$ cat src/rtl/pt_pkg.sv
package pt_pkg;
  localparam int WORD_W = 16;
  localparam int DUR_W  = WORD_W - 1;
  localparam int CAR_W  = 16;
  localparam int IRQ_N  = 2;
  localparam int IRQ_DONE = 0;
  localparam int IRQ_THR  = 1;

  typedef enum logic [1:0] {
    S_IDLE  = 2'd0,
    S_FETCH = 2'd1,
    S_RUN   = 2'd2
  } seq_state_e;

  // level bit of a list word
  function automatic logic word_level(input logic [WORD_W-1:0] w);
    return w[WORD_W-1];
  endfunction

  // duration field of a list word, in ticks
  function automatic logic [DUR_W-1:0] word_dur(input logic [WORD_W-1:0] w);
    return w[DUR_W-1:0];
  endfunction

  // a programmed phase length of zero behaves as one cycle
  function automatic logic [CAR_W-1:0] phase_len(input logic [CAR_W-1:0] n);
    return (n == '0) ? CAR_W'(1) : n;
  endfunction
endpackage

$ cat src/rtl/pt_prescaler.sv
module pt_prescaler #(
  parameter int DIV_W = 8
) (
  input  logic             clk,
  input  logic             rst_n,
  input  logic             run,
  input  logic [DIV_W-1:0] div,
  output logic             tick
);
  logic [DIV_W-1:0] cnt;

  assign tick = run && (cnt >= div);

  always_ff @(posedge clk or negedge rst_n) begin
    if (!rst_n)            cnt <= '0;
    else if (!run || tick) cnt <= '0;
    else                   cnt <= cnt + 1'b1;
  end
endmodule

$ cat src/rtl/pt_carrier.sv
module pt_carrier
  import pt_pkg::*;
(
  input  logic             clk,
  input  logic             rst_n,
  input  logic             active,
  input  logic [CAR_W-1:0] hi_len,
  input  logic [CAR_W-1:0] lo_len,
  output logic             phase
);
  logic [CAR_W-1:0] cnt;
  logic [CAR_W-1:0] lim;

  assign lim = phase ? phase_len(hi_len) : phase_len(lo_len);

  // held in the high phase while inactive, so each interval starts high
  always_ff @(posedge clk or negedge rst_n) begin
    if (!rst_n) begin
      cnt   <= '0;
      phase <= 1'b1;
    end else if (!active) begin
      cnt   <= '0;
      phase <= 1'b1;
    end else if (cnt >= lim - CAR_W'(1)) begin
      cnt   <= '0;
      phase <= ~phase;
    end else begin
      cnt <= cnt + 1'b1;
    end
  end
endmodule

$ cat src/rtl/pt_irq.sv
module pt_irq #(
  parameter int N = 2
) (
  input  logic         clk,
  input  logic         rst_n,
  input  logic [N-1:0] evt,
  input  logic [N-1:0] clr,
  input  logic [N-1:0] ena,
  output logic [N-1:0] raw,
  output logic         irq
);
  // an event in the same cycle as its clear wins
  always_ff @(posedge clk or negedge rst_n) begin
    if (!rst_n) raw <= '0;
    else        raw <= evt | (raw & ~clr);
  end

  assign irq = |(raw & ena);
endmodule

$ cat src/rtl/pulse_tx.sv
module pulse_tx
  import pt_pkg::*;
#(
  parameter int ADDR_W = 4,
  parameter int DIV_W  = 8,
  parameter int LIM_W  = 9
) (
  input  logic                     clk,
  input  logic                     rst_n,
  input  logic                     start_i,
  input  logic                     rd_ptr_rst_i,
  input  logic [DIV_W-1:0]         cfg_div_i,
  input  logic                     cfg_loop_i,
  input  logic                     cfg_wrap_i,
  input  logic                     cfg_car_en_i,
  input  logic                     cfg_car_on_low_i,
  input  logic [pt_pkg::CAR_W-1:0] cfg_car_high_i,
  input  logic [pt_pkg::CAR_W-1:0] cfg_car_low_i,
  input  logic [LIM_W-1:0]         cfg_limit_i,
  input  logic                     cfg_idle_en_i,
  input  logic                     cfg_idle_lvl_i,
  input  logic [pt_pkg::IRQ_N-1:0] irq_ena_i,
  input  logic [pt_pkg::IRQ_N-1:0] irq_clr_i,
  output logic [ADDR_W-1:0]        mem_addr_o,
  input  logic [pt_pkg::WORD_W-1:0] mem_data_i,
  output logic                     tx_o,
  output logic                     busy_o,
  output logic [pt_pkg::IRQ_N-1:0] irq_raw_o,
  output logic                     irq_o
);
  localparam int CNT_W = LIM_W + 1;

  seq_state_e        st;
  logic [ADDR_W-1:0] ptr;
  logic              lvl_q;
  logic [DUR_W-1:0]  rem;
  logic              last_q;
  logic [CNT_W-1:0]  sent;

  // named internal events, also seen by the checker
  logic              st_idle;
  logic              accept;
  logic              fetch;
  logic              f_lvl;
  logic [DUR_W-1:0]  f_dur;
  logic              f_marker;
  logic              tick;
  logic              ent_done;
  logic              ev_done;
  logic              ev_thr;
  logic              idle_val;
  logic              car_active;
  logic              car_phase;
  logic [IRQ_N-1:0]  evt_vec;

  assign st_idle  = (st == S_IDLE);
  assign accept   = st_idle && start_i;
  assign fetch    = (st == S_FETCH);
  assign f_lvl    = word_level(mem_data_i);
  assign f_dur    = word_dur(mem_data_i);
  assign f_marker = fetch && (f_dur == '0);
  assign ent_done = tick && (rem == DUR_W'(1));
  assign ev_done  = (f_marker && !cfg_loop_i) || (ent_done && last_q);
  assign ev_thr   = ent_done && (sent == {1'b0, cfg_limit_i});
  assign idle_val = cfg_idle_en_i & cfg_idle_lvl_i;

  pt_prescaler #(.DIV_W(DIV_W)) u_presc (
    .clk  (clk),
    .rst_n(rst_n),
    .run  (st == S_RUN),
    .div  (cfg_div_i),
    .tick (tick)
  );

  always_ff @(posedge clk or negedge rst_n) begin
    if (!rst_n) begin
      st     <= S_IDLE;
      ptr    <= '0;
      lvl_q  <= 1'b0;
      rem    <= '0;
      last_q <= 1'b0;
      sent   <= '0;
    end else begin
      case (st)
        S_IDLE: begin
          if (accept) begin
            st     <= S_FETCH;
            ptr    <= '0;
            lvl_q  <= idle_val;
            sent   <= '0;
            last_q <= 1'b0;
          end
        end
        S_FETCH: begin
          if (f_dur == '0) begin
            if (cfg_loop_i) ptr <= '0;
            else            st  <= S_IDLE;
          end else begin
            st     <= S_RUN;
            lvl_q  <= f_lvl;
            rem    <= f_dur;
            ptr    <= ptr + 1'b1;
            last_q <= (&ptr) && !cfg_wrap_i && !cfg_loop_i;
          end
        end
        S_RUN: begin
          if (tick) begin
            if (rem == DUR_W'(1)) begin
              if (sent <= {1'b0, cfg_limit_i}) sent <= sent + 1'b1;
              st <= last_q ? S_IDLE : S_FETCH;
            end else begin
              rem <= rem - 1'b1;
            end
          end
        end
        default: st <= S_IDLE;
      endcase
      if (rd_ptr_rst_i) ptr <= '0;
    end
  end

  assign car_active = (st == S_RUN) && cfg_car_en_i && (lvl_q == !cfg_car_on_low_i);

  pt_carrier u_car (
    .clk   (clk),
    .rst_n (rst_n),
    .active(car_active),
    .hi_len(cfg_car_high_i),
    .lo_len(cfg_car_low_i),
    .phase (car_phase)
  );

  always_comb begin
    evt_vec           = '0;
    evt_vec[IRQ_DONE] = ev_done;
    evt_vec[IRQ_THR]  = ev_thr;
  end

  pt_irq #(.N(IRQ_N)) u_irq (
    .clk  (clk),
    .rst_n(rst_n),
    .evt  (evt_vec),
    .clr  (irq_clr_i),
    .ena  (irq_ena_i),
    .raw  (irq_raw_o),
    .irq  (irq_o)
  );

  assign mem_addr_o = ptr;
  assign busy_o     = !st_idle;
  assign tx_o       = st_idle ? idle_val : (car_active ? car_phase : lvl_q);
endmodule

$ cat config.mk
export PLATFORM = sky130hd
export DESIGN_NAME = pulse_tx
export DESIGN_NICKNAME = d
export VERILOG_FILES = /design/src/rtl/pt_pkg.sv /design/src/rtl/pt_prescaler.sv /design/src/rtl/pt_carrier.sv /design/src/rtl/pt_irq.sv /design/src/rtl/pulse_tx.sv
export SDC_FILE = /design/constraint.sdc
export NUM_CORES = 1
export LEC_CHECK = 0
export CAP_MARGIN = 20
export CORE_AREA = 2 2 101 113
export DETAILED_ROUTE_END_ITERATION = 8
export DIE_AREA = 0 0 103 115
export GPL_ROUTABILITY_DRIVEN = 0
export GPL_TIMING_DRIVEN = 0
export HOLD_SLACK_MARGIN = 0.05
export PLACE_DENSITY = 0.71
export REMOVE_ABC_BUFFERS = 1
export SLEW_MARGIN = 20
export SYNTH_ARGS = -nofsm -noshare
export SYNTH_HDL_FRONTEND = slang
export SYNTH_HIERARCHICAL = 1
export SYNTH_SLANG_ARGS = --single-unit
export TNS_END_PERCENT = 10
$ cat constraint.sdc
create_clock -name clk -period 8.4 [get_ports clk]
set_input_delay 2.52 -clock clk [delete_from_list [all_inputs] [get_ports clk]]
set_output_delay 2.52 -clock clk [all_outputs]
set_load 0.005 [all_outputs]
==> impl_results.rst, run 1 <==
.. list-table::
   :header-rows: 1

   * - Metric
     - Value
   * - Post-synthesis instance area
     - around 4700 um2
   * - Buffers added on ports
     - between 80 and 90
   * - Pin count of the biggest net entering global routing
     - 47
   * - Tightest slew margin relative to the limit
     - 0.324
   * - Full die area
     - 11800 um2
   * - Ports placed on the boundary
     - 88
   * - Total congestion overflow after global routing
     - 0
   * - Cells after Synth
     - 541
   * - Final-report max-slew violation count
     - 0
   * - Hold buffer count at cts
     - 0
   * - Sequential element share of the synthesized area
     - 0.320
   * - Synth warnings
     - 6
   * - Number of placement rows
     - 40
   * - DR vias/cell
     - between 5 and 6
   * - Chip height
     - 115 um
   * - Post-synthesis share of cell area spent on and, or, nand and nor gates
     - 0.240
   * - Clock period minus worst slack
     - between 6 and 7 ns
   * - Via count of the first global-routing pass
     - around 4400
   * - Area of the core region
     - approximately 11000 um2
   * - CTS buffer count
     - 9
   * - Finished Core Util
     - 0.560
   * - VDD IR-drop max
     - 0.151 mV
   * - Layout cells sized above 1
     - 0.0711
   * - Timing-limited maximum frequency
     - between 100 and 150 MHz
   * - Worst hold path type
     - reg2reg
   * - Main combinational cell family by area after synthesis
     - simple AND/OR/NAND/NOR gates
   * - Final HPWL from detailed placement
     - between 9000 and 10000 um
   * - Final worst hold slack
     - between 0.5 and 0.6 ns
   * - Most used flip-flop cell after synthesis
     - sky130_fd_sc_hd__dfrtp_1
   * - Number of maximum-capacitance constraint violations
     - 0
   * - Post-route clock skew
     - slightly above 0.008 ns
   * - Compound-gate portion of the synthesized area
     - 0.178
   * - DRC errors left
     - 0
   * - Final cell count without fillers
     - 780
   * - Number of inserted diodes
     - 0
   * - Tcrit/Tclk final
     - 0.816
   * - Die X-Extent
     - around 100 um
   * - First-pass GRT wire length
     - between 15000 and 20000 um
   * - Number of cells after detailed placement
     - ~760
   * - Endpoints failing setup
     - 0
   * - Cell Pwr Density
     - just over 200 nW/um2
   * - #FFs+latches synth
     - 60
   * - Share of Yosys cell area claimed by the top area cell type
     - 0.315
   * - Final std cell area, no fill
     - between 6000 and 7000 um2
   * - Starting Density
     - 0.438
   * - Ranking of synthesized cells by area
     - sky130_fd_sc_hd__dfrtp_1 31%, sky130_fd_sc_hd__ha_1 11%, sky130_fd_sc_hd__xor2_1 5.0%
   * - Adder-Cell Fraction of Synth Area
     - 0.107
   * - Setup repair after global routing missed its margin
     - no
   * - Maximum clock insertion buffer count
     - 2
   * - DRT iter0 DRCs
     - 229
   * - Xor/xnor cell area share of the yosys netlist
     - 0.0728
   * - Final Net Count
     - ~750
   * - Final hold violation count
     - 0
   * - Antenna violations before repair
     - 0
   * - Area growth from synthesis to layout
     - 27.9%
   * - CP arrival
     - 4.33 ns
   * - Actual slew at the worst max-slew pin
     - roughly 1.0 ns
   * - Number of routed nets with antenna violations
     - 0
   * - CTS tree
     - built
   * - Mean area per synthesized cell
     - 8.68 um2
   * - Sort of element at the start of the critical path
     - primary input
   * - Placement Cell Area
     - between 5000 and 6000 um2
   * - Critical path endpoint category
     - primary output
   * - Routed len/inst
     - 15.2 um
   * - # H-tree levels
     - 3
   * - Critical path data required time
     - roughly 5.9 ns
   * - Crit-path max FO
     - 3
   * - Final setup TNS
     - 0 ns
   * - Type of the worst setup path
     - in2out
   * - Run status
     - finished, final reports clean
   * - Number of library cell types mapped by synthesis
     - 70
   * - Count of flip-flops with a built-in enable after synthesis
     - 0
   * - Clock slew seen by the registers of the worst setup and hold paths
     - 0.05 ns
   * - Synth async-reset ratio
     - 1.00
   * - Final WL
     - around 12000 um
   * - Combined global-route utilization of all metal layers
     - 0.208
   * - # resized after CTS
     - 0
   * - Proportion of synthesized area in mux cells
     - 0.0416
   * - Cell leakage power
     - roughly 2.7 nW
   * - DRT Pass-1 Iters
     - 5
   * - Clock root buffer master
     - sky130_fd_sc_hd__clkbuf_16
   * - Via count
     - about 4300
   * - Cell accounting for the most synthesized area
     - sky130_fd_sc_hd__dfrtp_1
   * - Clock latency on the worst-skew pair
     - 0.33 ns
   * - Number of clock sinks seen by CTS
     - 60
   * - Post-CTS setup buffer count
     - 0
## placed cells by master (no fill, tap or decap), drive strengths merged, types with 6 or more instances in the layout
cell	count
ha	40
o21ai	33
clkdlybuf4s50	86
mux2i	15
nor3	23
or4	6
nand4	9
nand3	17
nand2b	12
nor4	11
xor2	27
nand2	30
a21oi	37
clkbuf	11
a211oi	6
and3	16
inv	32
or3	10
dfrtp	59
xnor2	12
a21o	7
nor2	61
## report_power, final
part | internal, mW | switching [mW]
clock | 0.228 | 0.125
sequential | 0.344 | 0.0700
combinational | 0.201 | 0.263
total | 0.773 | 0.458
## cells by family (layout without fill, tap and decap cells)
| logic type | after synthesis | count (layout) |
|---|---|---|
| buf+inv | 45 | 137 |
| simple gates | 213 | 213 |
| compound gates | 125 | 125 |
| xor+xnor | 39 | 39 |
| fa+ha+maj | 40 | 40 |
| flops | 60 | 60 |
| mux | 19 | 19 |
## through the flow
step                power, mW  worst slack (ns)
global route             1.32              1.27
global placement        0.856             0.802
CTS                      1.24              1.52
floorplan               0.710              1.90
finish                   1.23              1.55
detailed placement      0.878              1.19
## per-layer routing
metal	GRT usage	vias up	share of wire
met5	0	-	0
met4	0.0842	0	0.022
met3	0.0456	17	0.056
met2	0.358	124	0.49
met1	0.251	2018	0.43
li1	-	2151	-
## sequential cells by signal, summed over array words and instances, names as in the netlist
name         flops
last_q           1
u_car/cnt       16
rem             15
u_car/phase      1
u_presc/cnt      8
mem_addr_o       4
sent            10
lvl_q            1
u_irq/raw        2
st               2
## layout make-up
type                    instances  area [um2]
fillers                      1002        4710
multi-input cells             436        3010
flip-flops and latches         60        1500
repair buffers                 89         903
clock buffers                  11         233
well taps                     147         184
inverters                      32         120
clock inverters                 5        52.6
## path summary, 6_finish.rpt
check | startpoint | slack (ns) | cells past startpoint | endpoint
max in group asynchronous | rst_n | 5.80 | 2 | u_car/phase$_DFFE_PN1P_
min | u_presc/cnt[0]$_DFF_PN0_ | 0.51 | 1 | u_presc/cnt[0]$_DFF_PN0_
max reg2reg | u_car/phase$_DFFE_PN1P_ | 4.03 | 14 | u_car/cnt[7]$_DFF_PN0_
min in group asynchronous | rst_n | 2.05 | 1 | u_presc/cnt[1]$_DFF_PN0_
min reg2reg | u_presc/cnt[0]$_DFF_PN0_ | 0.51 | 1 | u_presc/cnt[0]$_DFF_PN0_
max | cfg_car_on_low_i | 1.55 | 6 | tx_o
## worst max-delay path, stage by stage
cell and delay [ns]:
sky130_fd_sc_hd__clkdlybuf4s50_1 0.51, sky130_fd_sc_hd__xor2_1 0.15, sky130_fd_sc_hd__and3_1 0.24, sky130_fd_sc_hd__mux2i_1 0.10
sky130_fd_sc_hd__o21ai_0 0.25, sky130_fd_sc_hd__clkdlybuf4s50_1 0.56
## cells in the mapped netlist (all sizes together) (15+ instances only)
| library cell | n |
|---|---|
| a21oi | 37 |
| inv | 32 |
| nand2 | 30 |
| nor3 | 23 |
| nand3 | 17 |
| ha | 40 |
| dfrtp | 59 |
| nor2 | 61 |
| mux2i | 15 |
| and3 | 16 |
| o21ai | 33 |
| xor2 | 27 |
No activity file was read; power rests on OpenSTA's default activity.
==> run 2: changes to the inputs <==
==> constraint.sdc (replaced) <==
create_clock -name clk -period 7.07 [get_ports clk]
set_input_delay 2.121 -clock clk [delete_from_list [all_inputs] [get_ports clk]]
set_output_delay 2.121 -clock clk [all_outputs]
set_load 0.005 [all_outputs]
==> results of run 2 <==
Same layout as run 1 (identical final DEF). Status: finished, final reports clean.
Among the figures that moved: setup slack after placement 1.19 ns -> 0.263 ns; setup slack after layout 1.55 ns -> 0.630 ns; start point of the critical path cfg_car_on_low_i -> cfg_car_low_i[3]; end point of the critical path tx_o -> u_car/cnt[7]$_DFF_PN0_; register-to-register setup slack 4.03 ns -> 2.70 ns; total power 1.23 mW -> 1.46 mW; worst IR drop on VDD 0.151 mV -> 0.180 mV
==> run 3: changes to the inputs <==
--- a/config.mk
+++ b/config.mk
@@ -6,13 +6,13 @@
 export NUM_CORES = 1
 export LEC_CHECK = 0
 export CAP_MARGIN = 20
-export CORE_AREA = 2 2 101 113
+export CORE_AREA = 2 2 107 119
 export DETAILED_ROUTE_END_ITERATION = 8
-export DIE_AREA = 0 0 103 115
+export DIE_AREA = 0 0 109 121
 export GPL_ROUTABILITY_DRIVEN = 0
 export GPL_TIMING_DRIVEN = 0
 export HOLD_SLACK_MARGIN = 0.05
-export PLACE_DENSITY = 0.71
+export PLACE_DENSITY = 0.65
 export REMOVE_ABC_BUFFERS = 1
 export SLEW_MARGIN = 20
 export SYNTH_ARGS = -nofsm -noshare
==> impl_results.rst, run 3 (same netlist as run 1, synthesis figures left out) <==
.. list-table::
   :header-rows: 1

   * - Metric
     - Value
   * - Clock power share
     - 0.317
   * - Number of maximum-capacitance constraint violations
     - 0
   * - Levels on crit path
     - 18
   * - Most used cells in the layout excluding fill and tap cells
     - 86 x sky130_fd_sc_hd__clkdlybuf4s50_1, 60 x sky130_fd_sc_hd__nor2_1, 59 x sky130_fd_sc_hd__dfrtp_1, 40 x sky130_fd_sc_hd__ha_1, 35 x sky130_fd_sc_hd__a21oi_1
   * - Pre-CTS setup slack
     - around 0.38 ns
   * - CP arrival
     - around 6.7 ns
   * - CTS buffer count
     - 9
   * - Most common cell after layout, fill and taps aside
     - sky130_fd_sc_hd__clkdlybuf4s50_1
   * - Net switching share of the total power
     - 0.357
   * - Critical path endpoint category
     - flip-flop
   * - Final Net Count
     - roughly 750
   * - Critical-path top delay cell
     - sky130_fd_sc_hd__or4_4
   * - Routed len/inst
     - around 15 um
   * - Reg-to-reg setup timing slack
     - 2.78 ns
   * - DRT iter0 DRCs
     - 166
   * - Cell Pwr Density
     - around 250 nW/um2
   * - # H-tree levels
     - 3
   * - Final-report max-slew violation count
     - 0
   * - Sort of element at the start of the critical path
     - primary input
   * - Buffers added on ports
     - 87
   * - Final HPWL from detailed placement
     - 9150 um
   * - DRT Pass-1 Iters
     - 4
   * - Internal Power
     - slightly below 1 mW
   * - Worst setup path end
     - u_car/cnt[11]$_DFF_PN0_
   * - Chip height
     - ~120 um
   * - Cell family with the largest share of critical-path delay
     - simple AND/OR/NAND/NOR gates
   * - Number of cells traversed by the worst register-to-register path
     - 15
   * - First-pass GRT wire length
     - 19900 um
   * - Final total power
     - approximately 1.5 mW
   * - Tightest slew margin relative to the limit
     - 0.322
   * - Logic pwr share
     - 0.361
   * - Setup repair after global routing missed its margin
     - no
   * - Post-CTS setup buffer count
     - 0
   * - CTS tree
     - built
   * - Starting Density
     - 0.393
   * - Tcrit/Tclk final
     - 0.912
   * - Worst hold path type
     - reg2reg
   * - Part of the power in registers
     - 0.323
   * - Worst path bufs/invs
     - 3
   * - Slowest stage delay, CP
     - 0.59 ns
   * - Combined global-route utilization of all metal layers
     - 0.189
   * - Run status
     - finished, final reports clean
   * - Post-route clock skew
     - about 0.0055 ns
   * - # resized after CTS
     - 0
   * - DR vias/cell
     - 5.50
   * - Maximum clock insertion buffer count
     - 2
   * - Final worst hold slack
     - roughly 0.5 ns
   * - Register with the highest flop count
     - u_car/cnt
   * - Number of clock sinks seen by CTS
     - 60
   * - Capture point of the worst reg-to-reg path
     - u_car/cnt[11]$_DFF_PN0_
   * - Crit-path max FO
     - 10
   * - Finished Core Util
     - 0.508
   * - Number of flip-flops in the largest register
     - 16
   * - Final WL
     - 11900 um
   * - Clock root buffer master
     - sky130_fd_sc_hd__clkbuf_16
   * - Full die area
     - roughly 13000 um2
   * - Hold buffer count at cts
     - 0
   * - Number of inserted diodes
     - 0
   * - Cell leakage power
     - 2.72 nW
   * - Via count
     - around 4300
   * - Clock period minus worst slack
     - between 6 and 7 ns
   * - Critical path data required time
     - about 7.3 ns
   * - Number of placement rows
     - 42
   * - Ports placed on the boundary
     - between 80 and 90
   * - Net switching power of the design
     - 545 uW
   * - Fin worst setup slack
     - roughly 0.62 ns
   * - Worst flop-to-flop path startpoint
     - u_car/phase$_DFFE_PN1P_
   * - Timing-limited maximum frequency
     - ~160 MHz
   * - Area growth from synthesis to layout
     - 29.1%
   * - Via count of the first global-routing pass
     - about 4400
   * - Clock latency on the worst-skew pair
     - approximately 0.33 ns
   * - Antenna violations before repair
     - 0
   * - Total congestion overflow after global routing
     - 0
   * - Number of routed nets with antenna violations
     - 0
   * - CP cell instances
     - clkdlybuf4s50_1 -> or4_4 -> or3_2 -> o41ai_1 -> o21ai_0 -> ha_1 -> nand2_1 -> or3_2 -> xor2_1 -> mux2_2 -> ha_1 -> nand4_1 -> nor3_1 -> nor4b_1 -> o211ai_1 -> buf_4 -> buf_4 -> a21oi_1
   * - Layout cells sized above 1
     - 0.0757
   * - Final hold violation count
     - 0
   * - Die X-Extent
     - around 110 um
   * - Endpoints failing setup
     - 0
   * - Final setup TNS
     - 0 ns
   * - VDD IR-drop max
     - roughly 0.22 mV
   * - Type of the worst setup path
     - in2reg
   * - Actual slew at the worst max-slew pin
     - ~1.0 ns
   * - Largest regs
     - u_car/cnt x16, rem x15, sent x10
   * - Area of the core region
     - around 12000 um2
   * - Crit. Startpoint
     - cfg_car_low_i[3]
   * - Clock slew seen by the registers of the worst setup and hold paths
     - about 0.05 ns
   * - DRC errors left
     - 0
   * - Pin count of the biggest net entering global routing
     - 37
==> run 3: cell count changes in the layout (fill, tap and decap cells not counted) <==
cell,before,now
sky130_fd_sc_hd__buf_16,1,0
sky130_fd_sc_hd__clkinvlp_4,1,0
sky130_fd_sc_hd__clkinv_2,3,2
sky130_fd_sc_hd__buf_12,0,1
sky130_fd_sc_hd__bufinv_16,1,2
sky130_fd_sc_hd__buf_4,2,3
sky130_fd_sc_hd__clkbuf_8,0,3
sky130_fd_sc_hd__clkbuf_1,2,0
==> run 3: power groups by stage <==
stage	Clock [mW]	Sequential, mW	Combinational [mW]
global route	0.510	0.505	0.621
global placement	0	0.493	0.531
detailed placement	0	0.498	0.546
floorplan	0	0.475	0.369
CTS	0.493	0.492	0.553
finish	0.484	0.493	0.552
==> run 3: layer usage <==
metal,routed length (um),vias to the layer above,track usage
met4,156,0,0.0625
li1,-,2151,-
met5,0,-,0
met1,5270,2065,0.238
met2,5810,107,0.326
met3,654,14,0.0290
==> run 3: area by class of cell <==
class / count / area, um2
Fill cell: 1136 / 5870
Clock inverter: 4 / 70.1
Timing Repair Buffer: 90 / 903
Sequential cell: 60 / 1500
Clock buffer: 12 / 267
Multi-Input combinational cell: 436 / 3010
Inverter: 32 / 120
Tap cell: 154 / 193
==> run 3: stage by stage <==
| step | area (um2) | std cells |
|---|---|---|
| 5_1_grt | 6060 | 788 |
| 3_3_place_gp | 5690 | 769 |
| 2_1_floorplan | 4630 | 528 |
| 6_report | 6060 | 788 |
| 4_1_cts | 6060 | 788 |
| 3_5_place_dp | 5720 | 772 |
==> run 3: worst reg2reg max path, stage by stage (launching register included) <==
cell                       delay (ns)
sky130_fd_sc_hd__dfstp_2         0.99
sky130_fd_sc_hd__nand2b_1        0.17
sky130_fd_sc_hd__o21ai_0         0.28
sky130_fd_sc_hd__ha_1            0.24
sky130_fd_sc_hd__nand2_1         0.21
sky130_fd_sc_hd__or3_2           0.48
sky130_fd_sc_hd__xor2_1          0.15
sky130_fd_sc_hd__mux2_2          0.28
sky130_fd_sc_hd__ha_1            0.29
sky130_fd_sc_hd__nand4_1         0.11
sky130_fd_sc_hd__nor3_1          0.07
sky130_fd_sc_hd__nor4b_1         0.32
sky130_fd_sc_hd__o211ai_1        0.15
sky130_fd_sc_hd__buf_4           0.20
sky130_fd_sc_hd__buf_4           0.17
sky130_fd_sc_hd__a21oi_1         0.11
==> run 3: worst min-delay path by stage <==
stage / startpoint / to / slack [ns] / depth (start not counted)
after floorplan: sent[9]$_DFFE_PN0P_ / sent[9]$_DFFE_PN0P_ / 0.46 / 2
after global routing: rem[8]$_DFFE_PN0P_ / rem[8]$_DFFE_PN0P_ / 0.54 / 2
final: rem[8]$_DFFE_PN0P_ / rem[8]$_DFFE_PN0P_ / 0.50 / 2
after CTS: rem[8]$_DFFE_PN0P_ / rem[8]$_DFFE_PN0P_ / 0.50 / 2
after global placement: rem[8]$_DFFE_PN0P_ / rem[8]$_DFFE_PN0P_ / 0.48 / 2
after detailed placement: rem[8]$_DFFE_PN0P_ / rem[8]$_DFFE_PN0P_ / 0.49 / 2
